File: src/rtl/anc_pkg.sv
`timescale 1ns/1ps
// Shared types and code values for the ancillary packet buffer.
// Assumes the packet type sits in the low TYPE_W bits of the header symbol.
package anc_pkg;
    localparam int TYPE_W = 4;
    localparam logic [TYPE_W-1:0] TYPE_IMAGE = 4'h0;
    localparam logic [TYPE_W-1:0] TYPE_CTRL  = 4'hF;

    // Handling class of the packet currently on the input.
    typedef enum logic [1:0] {
        K_IDLE  = 2'd0,  // between packets
        K_STORE = 2'd1,  // written into a slot
        K_SINK  = 2'd2,  // consumed and dropped
        K_PASS  = 2'd3   // image, routed to the output
    } kind_t;
endpackage

File: src/rtl/anc_sat_counter.sv
`timescale 1ns/1ps
// Saturating event counter: adds one per inc pulse and holds at all ones.
// Assumes at most one event per cycle.
module anc_sat_counter #(
    parameter int W = 8
) (
    input  logic         clk,
    input  logic         rst_n,
    input  logic         inc,
    output logic [W-1:0] count
);
    // Count up on each event unless already at the top value.
    always_ff @(posedge clk) begin
        if (!rst_n)                     count <= '0;
        else if (inc && (count != '1))  count <= count + W'(1);
    end
endmodule

File: src/rtl/anc_intake.sv
`timescale 1ns/1ps
// Input side: classifies each packet from its header, applies flow control,
// produces slot writes for storable packets and flags truncation.
// Assumes every packet starts with in_sop; a stray beat outside a packet is sunk.
module anc_intake import anc_pkg::*; #(
    parameter  int SYM_W     = 8,
    parameter  int NUM_SLOTS = 8,
    parameter  int MAX_LEN   = 12,
    localparam int SLOT_AW   = $clog2(NUM_SLOTS),
    localparam int IDX_W     = $clog2(MAX_LEN + 1)
) (
    input  logic               clk,
    input  logic               rst_n,
    input  logic               in_valid,
    input  logic [SYM_W-1:0]   in_data,
    input  logic               in_sop,
    input  logic               in_eop,
    output logic               in_ready,
    input  logic               ctrl_keep,
    input  logic               slot_avail,
    input  logic               replay_busy,
    input  logic               drop_img,
    input  logic               out_ready,
    output logic               wr_en,
    output logic [SLOT_AW-1:0] wr_slot,
    output logic [IDX_W-1:0]   wr_idx,
    output logic [SYM_W-1:0]   wr_data,
    output logic               hdr_store,
    output logic               pkt_done,
    output logic               trunc_hit,
    output logic               pass_route,
    output logic               img_done
);
    localparam logic [IDX_W-1:0] LIMIT = IDX_W'(MAX_LEN);

    kind_t            state, hdr_kind, cur_kind;
    logic [IDX_W-1:0] idx, pos;
    logic             trunc_seen, idle, acc, sink_ok;

    // Decode how the packet that starts on this beat is handled.
    always_comb begin
        if (!in_sop)                                       hdr_kind = K_SINK;
        else if (in_data[TYPE_W-1:0] == TYPE_IMAGE)         hdr_kind = K_PASS;
        else if (in_data[TYPE_W-1:0] == TYPE_CTRL && !ctrl_keep) hdr_kind = K_SINK;
        else                                               hdr_kind = K_STORE;
    end

    // Flow control and per-beat strobes for the current beat.
    always_comb begin
        idle     = (state == K_IDLE);
        cur_kind = idle ? hdr_kind : state;
        pos      = idle ? '0 : idx;
        sink_ok  = drop_img || out_ready;
        unique case (cur_kind)
            K_STORE: in_ready = idle ? slot_avail : 1'b1;
            K_PASS:  in_ready = idle ? (!replay_busy && sink_ok) : sink_ok;
            default: in_ready = 1'b1;
        endcase
        acc        = in_valid && in_ready;
        wr_en      = acc && (cur_kind == K_STORE) && (pos < LIMIT);
        wr_idx     = pos;
        wr_data    = in_data;
        hdr_store  = acc && idle && (cur_kind == K_STORE);
        pkt_done   = acc && (cur_kind == K_STORE) && in_eop;
        trunc_hit  = acc && (cur_kind == K_STORE) && (pos == LIMIT) && !trunc_seen;
        pass_route = (cur_kind == K_PASS) && (!idle || (in_valid && !replay_busy));
        img_done   = acc && (cur_kind == K_PASS) && in_eop;
    end

    // Packet state, saturating symbol index and truncation flag.
    always_ff @(posedge clk) begin
        if (!rst_n) begin
            state      <= K_IDLE;
            idx        <= '0;
            trunc_seen <= 1'b0;
        end else if (acc) begin
            state      <= in_eop ? K_IDLE : cur_kind;
            idx        <= (pos < LIMIT) ? pos + IDX_W'(1) : pos;
            trunc_seen <= trunc_hit || (!idle && trunc_seen);
        end
    end

    // Write slot pointer moves on once a stored packet is complete.
    always_ff @(posedge clk) begin
        if (!rst_n)        wr_slot <= '0;
        else if (pkt_done) wr_slot <= (wr_slot == SLOT_AW'(NUM_SLOTS - 1)) ? '0 : wr_slot + SLOT_AW'(1);
    end
endmodule

File: src/rtl/anc_slot_store.sv
`timescale 1ns/1ps
// Slot storage: NUM_SLOTS slots of MAX_LEN symbols plus a stored-length
// register per slot. A length of zero marks an evicted (dead) slot.
// Assumes write and kill never address the same slot in one cycle.
module anc_slot_store #(
    parameter  int SYM_W     = 8,
    parameter  int NUM_SLOTS = 8,
    parameter  int MAX_LEN   = 12,
    localparam int SLOT_AW   = $clog2(NUM_SLOTS),
    localparam int IDX_W     = $clog2(MAX_LEN + 1)
) (
    input  logic               clk,
    input  logic               rst_n,
    input  logic               wr_en,
    input  logic [SLOT_AW-1:0] wr_slot,
    input  logic [IDX_W-1:0]   wr_idx,
    input  logic [SYM_W-1:0]   wr_data,
    input  logic               kill_en,
    input  logic [SLOT_AW-1:0] kill_slot,
    input  logic [SLOT_AW-1:0] rd_slot,
    input  logic [IDX_W-1:0]   rd_idx,
    output logic [SYM_W-1:0]   rd_data,
    output logic [IDX_W-1:0]   rd_len
);
    logic [SYM_W-1:0] mem [NUM_SLOTS][MAX_LEN];
    logic [IDX_W-1:0] len [NUM_SLOTS];

    // Symbol array write; contents need no reset.
    always_ff @(posedge clk) begin
        if (wr_en) mem[wr_slot][wr_idx] <= wr_data;
    end

    // Per-slot stored length: grows with writes, zeroed on eviction.
    always_ff @(posedge clk) begin
        if (!rst_n) begin
            for (int i = 0; i < NUM_SLOTS; i++) len[i] <= '0;
        end else begin
            if (wr_en)   len[wr_slot]   <= wr_idx + IDX_W'(1);
            if (kill_en) len[kill_slot] <= '0;
        end
    end

    // Combinational read port for the replay side.
    always_comb begin
        rd_data = mem[rd_slot][rd_idx];
        rd_len  = len[rd_slot];
    end
endmodule

File: src/rtl/anc_replay.sv
`timescale 1ns/1ps
// Replay side: walks committed slots oldest first, emits each stored packet
// with start/end markers and frees the slot after its last symbol. Dead slots
// are freed in one cycle without output.
// Assumes active is high only while committed slots remain.
module anc_replay #(
    parameter  int SYM_W     = 8,
    parameter  int NUM_SLOTS = 8,
    parameter  int MAX_LEN   = 12,
    localparam int SLOT_AW   = $clog2(NUM_SLOTS),
    localparam int IDX_W     = $clog2(MAX_LEN + 1)
) (
    input  logic               clk,
    input  logic               rst_n,
    input  logic               active,
    input  logic [IDX_W-1:0]   rd_len,
    input  logic [SYM_W-1:0]   rd_data,
    input  logic               rep_ready,
    output logic [SLOT_AW-1:0] rd_slot,
    output logic [IDX_W-1:0]   rd_idx,
    output logic               rep_valid,
    output logic [SYM_W-1:0]   rep_data,
    output logic               rep_sop,
    output logic               rep_eop,
    output logic               slot_free
);
    logic dead;

    // Present the current symbol and decide when the slot is retired.
    always_comb begin
        dead      = (rd_len == '0);
        rep_valid = active && !dead;
        rep_data  = rd_data;
        rep_sop   = (rd_idx == '0);
        rep_eop   = (rd_idx == rd_len - IDX_W'(1));
        slot_free = active && (dead || (rep_valid && rep_ready && rep_eop));
    end

    // Advance through symbols and slots.
    always_ff @(posedge clk) begin
        if (!rst_n) begin
            rd_slot <= '0;
            rd_idx  <= '0;
        end else if (slot_free) begin
            rd_slot <= (rd_slot == SLOT_AW'(NUM_SLOTS - 1)) ? '0 : rd_slot + SLOT_AW'(1);
            rd_idx  <= '0;
        end else if (rep_valid && rep_ready) begin
            rd_idx  <= rd_idx + IDX_W'(1);
        end
    end
endmodule

File: src/rtl/anc_pkt_buffer.sv
`timescale 1ns/1ps
// Per-frame ancillary packet buffer (top). Stores non-image packets in a slot
// ring, binds them to a frame on commit, replays them oldest first and then
// lets the image packet through. Tracks occupied, committed and pending counts.
// Assumes NUM_SLOTS >= MAX_PKTS >= 1, NUM_SLOTS >= 2, MAX_LEN >= 10, SYM_W >= 4.
module anc_pkt_buffer #(
    parameter  int SYM_W     = 8,
    parameter  int NUM_SLOTS = 8,
    parameter  int MAX_PKTS  = 4,
    parameter  int MAX_LEN   = 12,
    parameter  int CNT_W     = 8,
    localparam int SLOT_AW   = $clog2(NUM_SLOTS),
    localparam int SLOT_CW   = $clog2(NUM_SLOTS + 1),
    localparam int PKT_CW    = $clog2(MAX_PKTS + 1),
    localparam int IDX_W     = $clog2(MAX_LEN + 1)
) (
    input  logic             clk,
    input  logic             rst_n,
    input  logic             in_valid,
    output logic             in_ready,
    input  logic [SYM_W-1:0] in_data,
    input  logic             in_sop,
    input  logic             in_eop,
    input  logic             ctrl_keep,
    input  logic             frame_commit,
    input  logic             frame_drop,
    output logic             out_valid,
    input  logic             out_ready,
    output logic [SYM_W-1:0] out_data,
    output logic             out_sop,
    output logic             out_eop,
    output logic [CNT_W-1:0] evict_count,
    output logic [CNT_W-1:0] trunc_count
);
    logic [SLOT_CW-1:0] used, cmt_cnt;
    logic [PKT_CW-1:0]  pend_live;
    logic               drop_img, evict, pass_vis, rep_ready;
    logic               wr_en, hdr_store, pkt_done, trunc_hit, pass_route, img_done;
    logic [SLOT_AW-1:0] wr_slot, kill_slot, rd_slot;
    logic [IDX_W-1:0]   wr_idx, rd_idx, rd_len;
    logic [SYM_W-1:0]   wr_data, rd_data, rep_data;
    logic               rep_valid, rep_sop, rep_eop, slot_free;

    anc_intake #(.SYM_W(SYM_W), .NUM_SLOTS(NUM_SLOTS), .MAX_LEN(MAX_LEN)) u_intake (
        .clk, .rst_n, .in_valid, .in_data, .in_sop, .in_eop, .in_ready, .ctrl_keep,
        .slot_avail (used < SLOT_CW'(NUM_SLOTS)),
        .replay_busy(cmt_cnt != '0),
        .drop_img, .out_ready, .wr_en, .wr_slot, .wr_idx, .wr_data,
        .hdr_store, .pkt_done, .trunc_hit, .pass_route, .img_done
    );

    anc_slot_store #(.SYM_W(SYM_W), .NUM_SLOTS(NUM_SLOTS), .MAX_LEN(MAX_LEN)) u_store (
        .clk, .rst_n, .wr_en, .wr_slot, .wr_idx, .wr_data,
        .kill_en(evict), .kill_slot, .rd_slot, .rd_idx, .rd_data, .rd_len
    );

    anc_replay #(.SYM_W(SYM_W), .NUM_SLOTS(NUM_SLOTS), .MAX_LEN(MAX_LEN)) u_replay (
        .clk, .rst_n, .active(cmt_cnt != '0), .rd_len, .rd_data, .rep_ready,
        .rd_slot, .rd_idx, .rep_valid, .rep_data, .rep_sop, .rep_eop, .slot_free
    );

    anc_sat_counter #(.W(CNT_W)) u_evict_cnt (.clk, .rst_n, .inc(evict),     .count(evict_count));
    anc_sat_counter #(.W(CNT_W)) u_trunc_cnt (.clk, .rst_n, .inc(trunc_hit), .count(trunc_count));

    // Eviction decision and the slot of the oldest live pending packet.
    always_comb begin
        int k;
        evict     = hdr_store && !frame_commit && (pend_live == PKT_CW'(MAX_PKTS));
        k         = (int'(wr_slot) + NUM_SLOTS - int'(pend_live)) % NUM_SLOTS;
        kill_slot = SLOT_AW'(k);
    end

    // Occupied, committed and live-pending slot counts.
    always_ff @(posedge clk) begin
        if (!rst_n) begin
            used      <= '0;
            cmt_cnt   <= '0;
            pend_live <= '0;
        end else begin
            used      <= used + SLOT_CW'(pkt_done) - SLOT_CW'(slot_free);
            cmt_cnt   <= cmt_cnt - SLOT_CW'(slot_free) + (frame_commit ? used - cmt_cnt : '0);
            pend_live <= frame_commit ? PKT_CW'(pkt_done)
                                      : pend_live + PKT_CW'(pkt_done) - PKT_CW'(evict);
        end
    end

    // Marks the next image packet for silent discard after a drop pulse.
    always_ff @(posedge clk) begin
        if (!rst_n)          drop_img <= 1'b0;
        else if (frame_drop) drop_img <= 1'b1;
        else if (img_done)   drop_img <= 1'b0;
    end

    // Output selects the passing image or the replayed packets.
    always_comb begin
        pass_vis  = pass_route && !drop_img;
        rep_ready = out_ready && !pass_vis;
        out_valid = pass_vis ? in_valid : rep_valid;
        out_data  = pass_vis ? in_data  : rep_data;
        out_sop   = pass_vis ? in_sop   : rep_sop;
        out_eop   = pass_vis ? in_eop   : rep_eop;
    end
endmodule

File: config.mk
export PLATFORM = sky130hd
export DESIGN_NAME = anc_pkt_buffer
export DESIGN_NICKNAME = d
export VERILOG_FILES = /design/src/rtl/anc_pkg.sv /design/src/rtl/anc_sat_counter.sv /design/src/rtl/anc_intake.sv /design/src/rtl/anc_slot_store.sv /design/src/rtl/anc_replay.sv /design/src/rtl/anc_pkt_buffer.sv
export SDC_FILE = /design/constraint.sdc
export NUM_CORES = 1
export LEC_CHECK = 0
export ABC_AREA = 1
export CORE_ASPECT_RATIO = 0.75
export CORE_UTILIZATION = 30
export CTS_CLUSTER_SIZE = 30
export DETAILED_ROUTE_END_ITERATION = 16
export SETUP_SLACK_MARGIN = 0.5
export SYNTH_ARGS = -nofsm -noshare
export SYNTH_HDL_FRONTEND = slang
export SYNTH_SLANG_ARGS = --single-unit
File: constraint.sdc
create_clock -name clk -period 3.4 [get_ports clk]
set_clock_uncertainty 0.2 [all_clocks]
set_input_delay 0.34 -clock clk [delete_from_list [all_inputs] [get_ports clk]]
set_output_delay 0.34 -clock clk [all_outputs]
set_load 0.05 [all_outputs]
==> results.md <==
- Status: finished with violations
- Failing checks: setup timing
- Cts bufs inserted: between 70 and 80
- RSZ-0062 raised after global routing: yes
- Register area: about 0.025 mm^2
- Area of the multi-input gates: around 0.01 mm^2
- GRT met2 Usage: between 20% and 30%
- Post-Synthesis Cells: about 3,000
- Seq/Total Area, Yosys: between 60% and 70%
- Die Y: 299 um
- Most frequent cells in the layout: edfxtp_1, nor2_1, o21ai_0, buf_4, nand3_1
- DPL Wire Length: approximately 60,000 um
- Maximum clock path buffer count: 3
- Worst hold endpoint: drop_img$_SDFFE_PN0P_
- Crit start category: flip-flop
- Syn Area/Cell: roughly 12 um^2
- Area contributors post-synth: edfxtp_1, nor2_1, o21ai_0, dfxtp_1, o221ai_1
- Core area: 0.116 mm^2
- Layout cell share with drive strength beyond 1: between 10% and 20%
- Fill count: 10,972
- Normalized max-slew margin: roughly 6.9%
- Met3 Use GR: under 10%
- Initial DRT Pass Iterations: 7
- Peak supply drop: roughly 0.41 mV
- Most used DFF post-synth: edfxtp_1
- Via count: 25,409
- 1st-iter DRT viols: slightly above 3,000
- Crit-path cells: buf_16, buf_16, buf_6, o21ai_2, o22ai_2, o21ai_2, o211ai_1, nand3_2, nand2_2, nor2_1, nor2_2, buf_6
- NetSw: between 9000 and 10,000 uW
- Net Count, Synth: roughly 3,000
- Nets: 3,245
- Area grow syn2layout: 23.2%
- Post-synthesis cell area: about 0.035 mm^2
- EDFF count, synth: 768
- Final non-filler cell total: ~4,800
- Top-Level Pins: 45
- Final core utilization: between 30% and 40%
- H-Tree Depth: 3
- Die area: ~0.12 mm^2
- PnR worst setup slack: -0.208 ns
- Largest net degree at the start of global routing: 76
- R2R depth: 20
- CTS tree: yes
- Slowest stage delay, CP: between 0.4 and 0.5 ns
- Worst Hold Class: in2reg
- Worst-Margin Slew: 1.40 ns
- Final Hold Vio Count: 0
- Placed Instances: about 4,600
- Clock latency on the worst-skew pair: about 0.66 ns
- Routed len/inst: between 20 and 25 um
- Hold_sp: frame_drop
- Data required, critical path: between 2 and 3 ns
- Critical Path Fanout Max: 8
- Area leader, netlist: edfxtp_1
- Switching share of power: 33.2%
- Max Slew Vio Count: 0
- Commonest non-fill, non-tap cell in the layout: edfxtp_1
- Clk sinks: approximately 850
- WHS Path Cells: 3
- Period minus WS final: about 3.6 ns
- Top-area cell type share of the netlist area: 65.2%
- Port bufs: 44
- Ys async rst share: 0%
- F_max: between 200 and 300 MHz
- Syn. warnings: 0
- Yosys reg bits: 848
- Count of final setup violators: 14
- Crit path kind: reg2out
- CTS clock-pin slew for the worst setup and hold paths: 0.07 ns
- Internal power: approximately 20,000 uW
- Final period utilization: 106%
- Number of global-route vias before repair: approximately 23,000
- Crit-path slowest cell: o211ai_1
- Yosys cell types: between 40 and 50
- CTS Root Cell: clkbuf_16
- DRC Markers: 0
- Met1 usage: 26.7%
- Initial core utilization: roughly 30%
- Worst path arrival time: 3.07 ns
- Flop pwr share: roughly two fifths
- Power Dens Cells: about 700 mW/mm^2
- Grt ovf: 0
- ANT nets after route: 0
- DR vias/cell: between 5 and 6
- Std-Cell Rows: around 110
- Leakage power: about 0.015 uW
- Comb power frac: between 30% and 40%
- Reg2Reg Capture Point: cmt_cnt[1]$_SDFF_PN0_
- Max capacitance violation total: 0
- Width of the die: about 400 um
- Global route hottest layer: met1
- WHS: slightly below 0.1 ns
- Clock power share: 29.3%
- Initial antenna violation count: 6
- Gpl congestion: between 0.8 and 0.9
- First-pass GRT wire length: between 150,000 and 200,000 um
- CP endpoint kind: output pin
- Total Wirelength: roughly 110,000 um
- GRT Util Overall: 17.9%
- Register-to-register setup slack: -0.08 ns
-- worst max-delay path: cells and delay by family, from the launching register on --
kind	cells	cell delay, ns
compound gates	4	0.84
flops	1	0.39
simple gates	4	0.49
buf+inv	4	0.69
-- synth_stat cells (all sizes together) (3+ instances only) --
library cell and n:
edfxtp 768, nor2 609, o21ai 417, nand3 235, nand2 187, o221ai 155
clkbuf 116, inv 111, dfxtp 80, buf 74, a21oi 62, ha 29
o211ai 29, nor3 17, o22ai 16, xor2 14, nand4 10, xnor2 7
clkinv 5, fa 5, or2 4, a211oi 3
-- kinds of logic after synthesis --
family / count (synthesis) / synth area share, %
AND/OR/NAND/NOR: 1069 / 12.9
flip-flops: 848 / 69.7
AO/OA/AOI/OAI: 685 / 11.7
buffers and inverters: 306 / 3.91
adder cells (fa/ha/maj): 34 / 1.31
XOR/XNOR: 21 / 0.520
-- per-stage QoR --
step	area (um^2)	setup WS, ns	TNS (ns)	power (uW)
global placement	38700	0.0203	0	19200
CTS	42800	-0.183	-1.16	29400
floorplan	35500	0.164	0	16500
global route	43600	-0.262	-3.42	31200
finish	43600	-0.208	-1.61	30100
detailed placement	38700	0.0726	0	19200
-- power by group through the flow --
stage | logic [uW] | registers, uW | clock network [uW]
floorplan | 4700 | 11800 | 0
global placement | 7350 | 11800 | 0
detailed placement | 7390 | 11800 | 0
CTS | 8930 | 11600 | 8910
global route | 10300 | 11600 | 9290
finish | 9660 | 11600 | 8820
-- worst max path at each step --
stage	start	endpoint	slack, ns
floorplan	flip-flop	used[1]$_SDFF_PN0_	0.16
global placement	flip-flop	cmt_cnt[3]$_SDFF_PN0_	0.02
detailed placement	flip-flop	out_data[4]	0.07
CTS	flip-flop	out_data[2]	-0.18
global route	flip-flop	cmt_cnt[1]$_SDFF_PN0_	-0.26
finish	flip-flop	out_data[2]	-0.21
-- repair_timing --
| item | CTS | global route |
|---|---|---|
| pin swaps | 34 | 46 |
| endpoints found under the hold margin | 156 | 0 |
| cloned | 22 | 6 |
| gates resized for setup | 161 | 91 |
| hold buffers | 9 | 0 |
| setup buffers | 23 | 24 |
| setup endpoints to repair | 17 | 256 |
-- state kept, by name (all words and copies together) (netlist names), named ones only --
name                 count
u_intake.idx             4
u_store.len             32
used                     4
u_intake.wr_slot         3
pend_live                3
u_trunc_cnt.count        8
cmt_cnt                  4
u_evict_cnt.count        8
u_intake.state           2
u_replay.rd_slot         3
u_intake.trunc_seen      1
drop_img                 1
u_replay.rd_idx          4
u_store.mem            768
-- per-layer routing --
| layer | part of all wire (%) | routed length [um] |
|---|---|---|
| met1 | 44 | 48400 |
| met2 | 41 | 45300 |
| met3 | 13 | 13800 |
| met4 | 1.9 | 2130 |
| met5 | 0.17 | 191 |
-- area by class of cell --
type | count | area share (%)
Sequential cell | 848 | 56.6
Multi-Input combinational cell | 1809 | 22.8
Timing Repair Buffer | 342 | 9.27
Clock buffer | 100 | 4.85
Tap cell | 1540 | 4.42
Inverter | 116 | 1.12
Clock inverter | 40 | 0.866
Timing Repair inverter | 1 | 0.0373
Antenna cell | 1 | 0.00574
No activity file was read; power rests on OpenSTA's default activity.
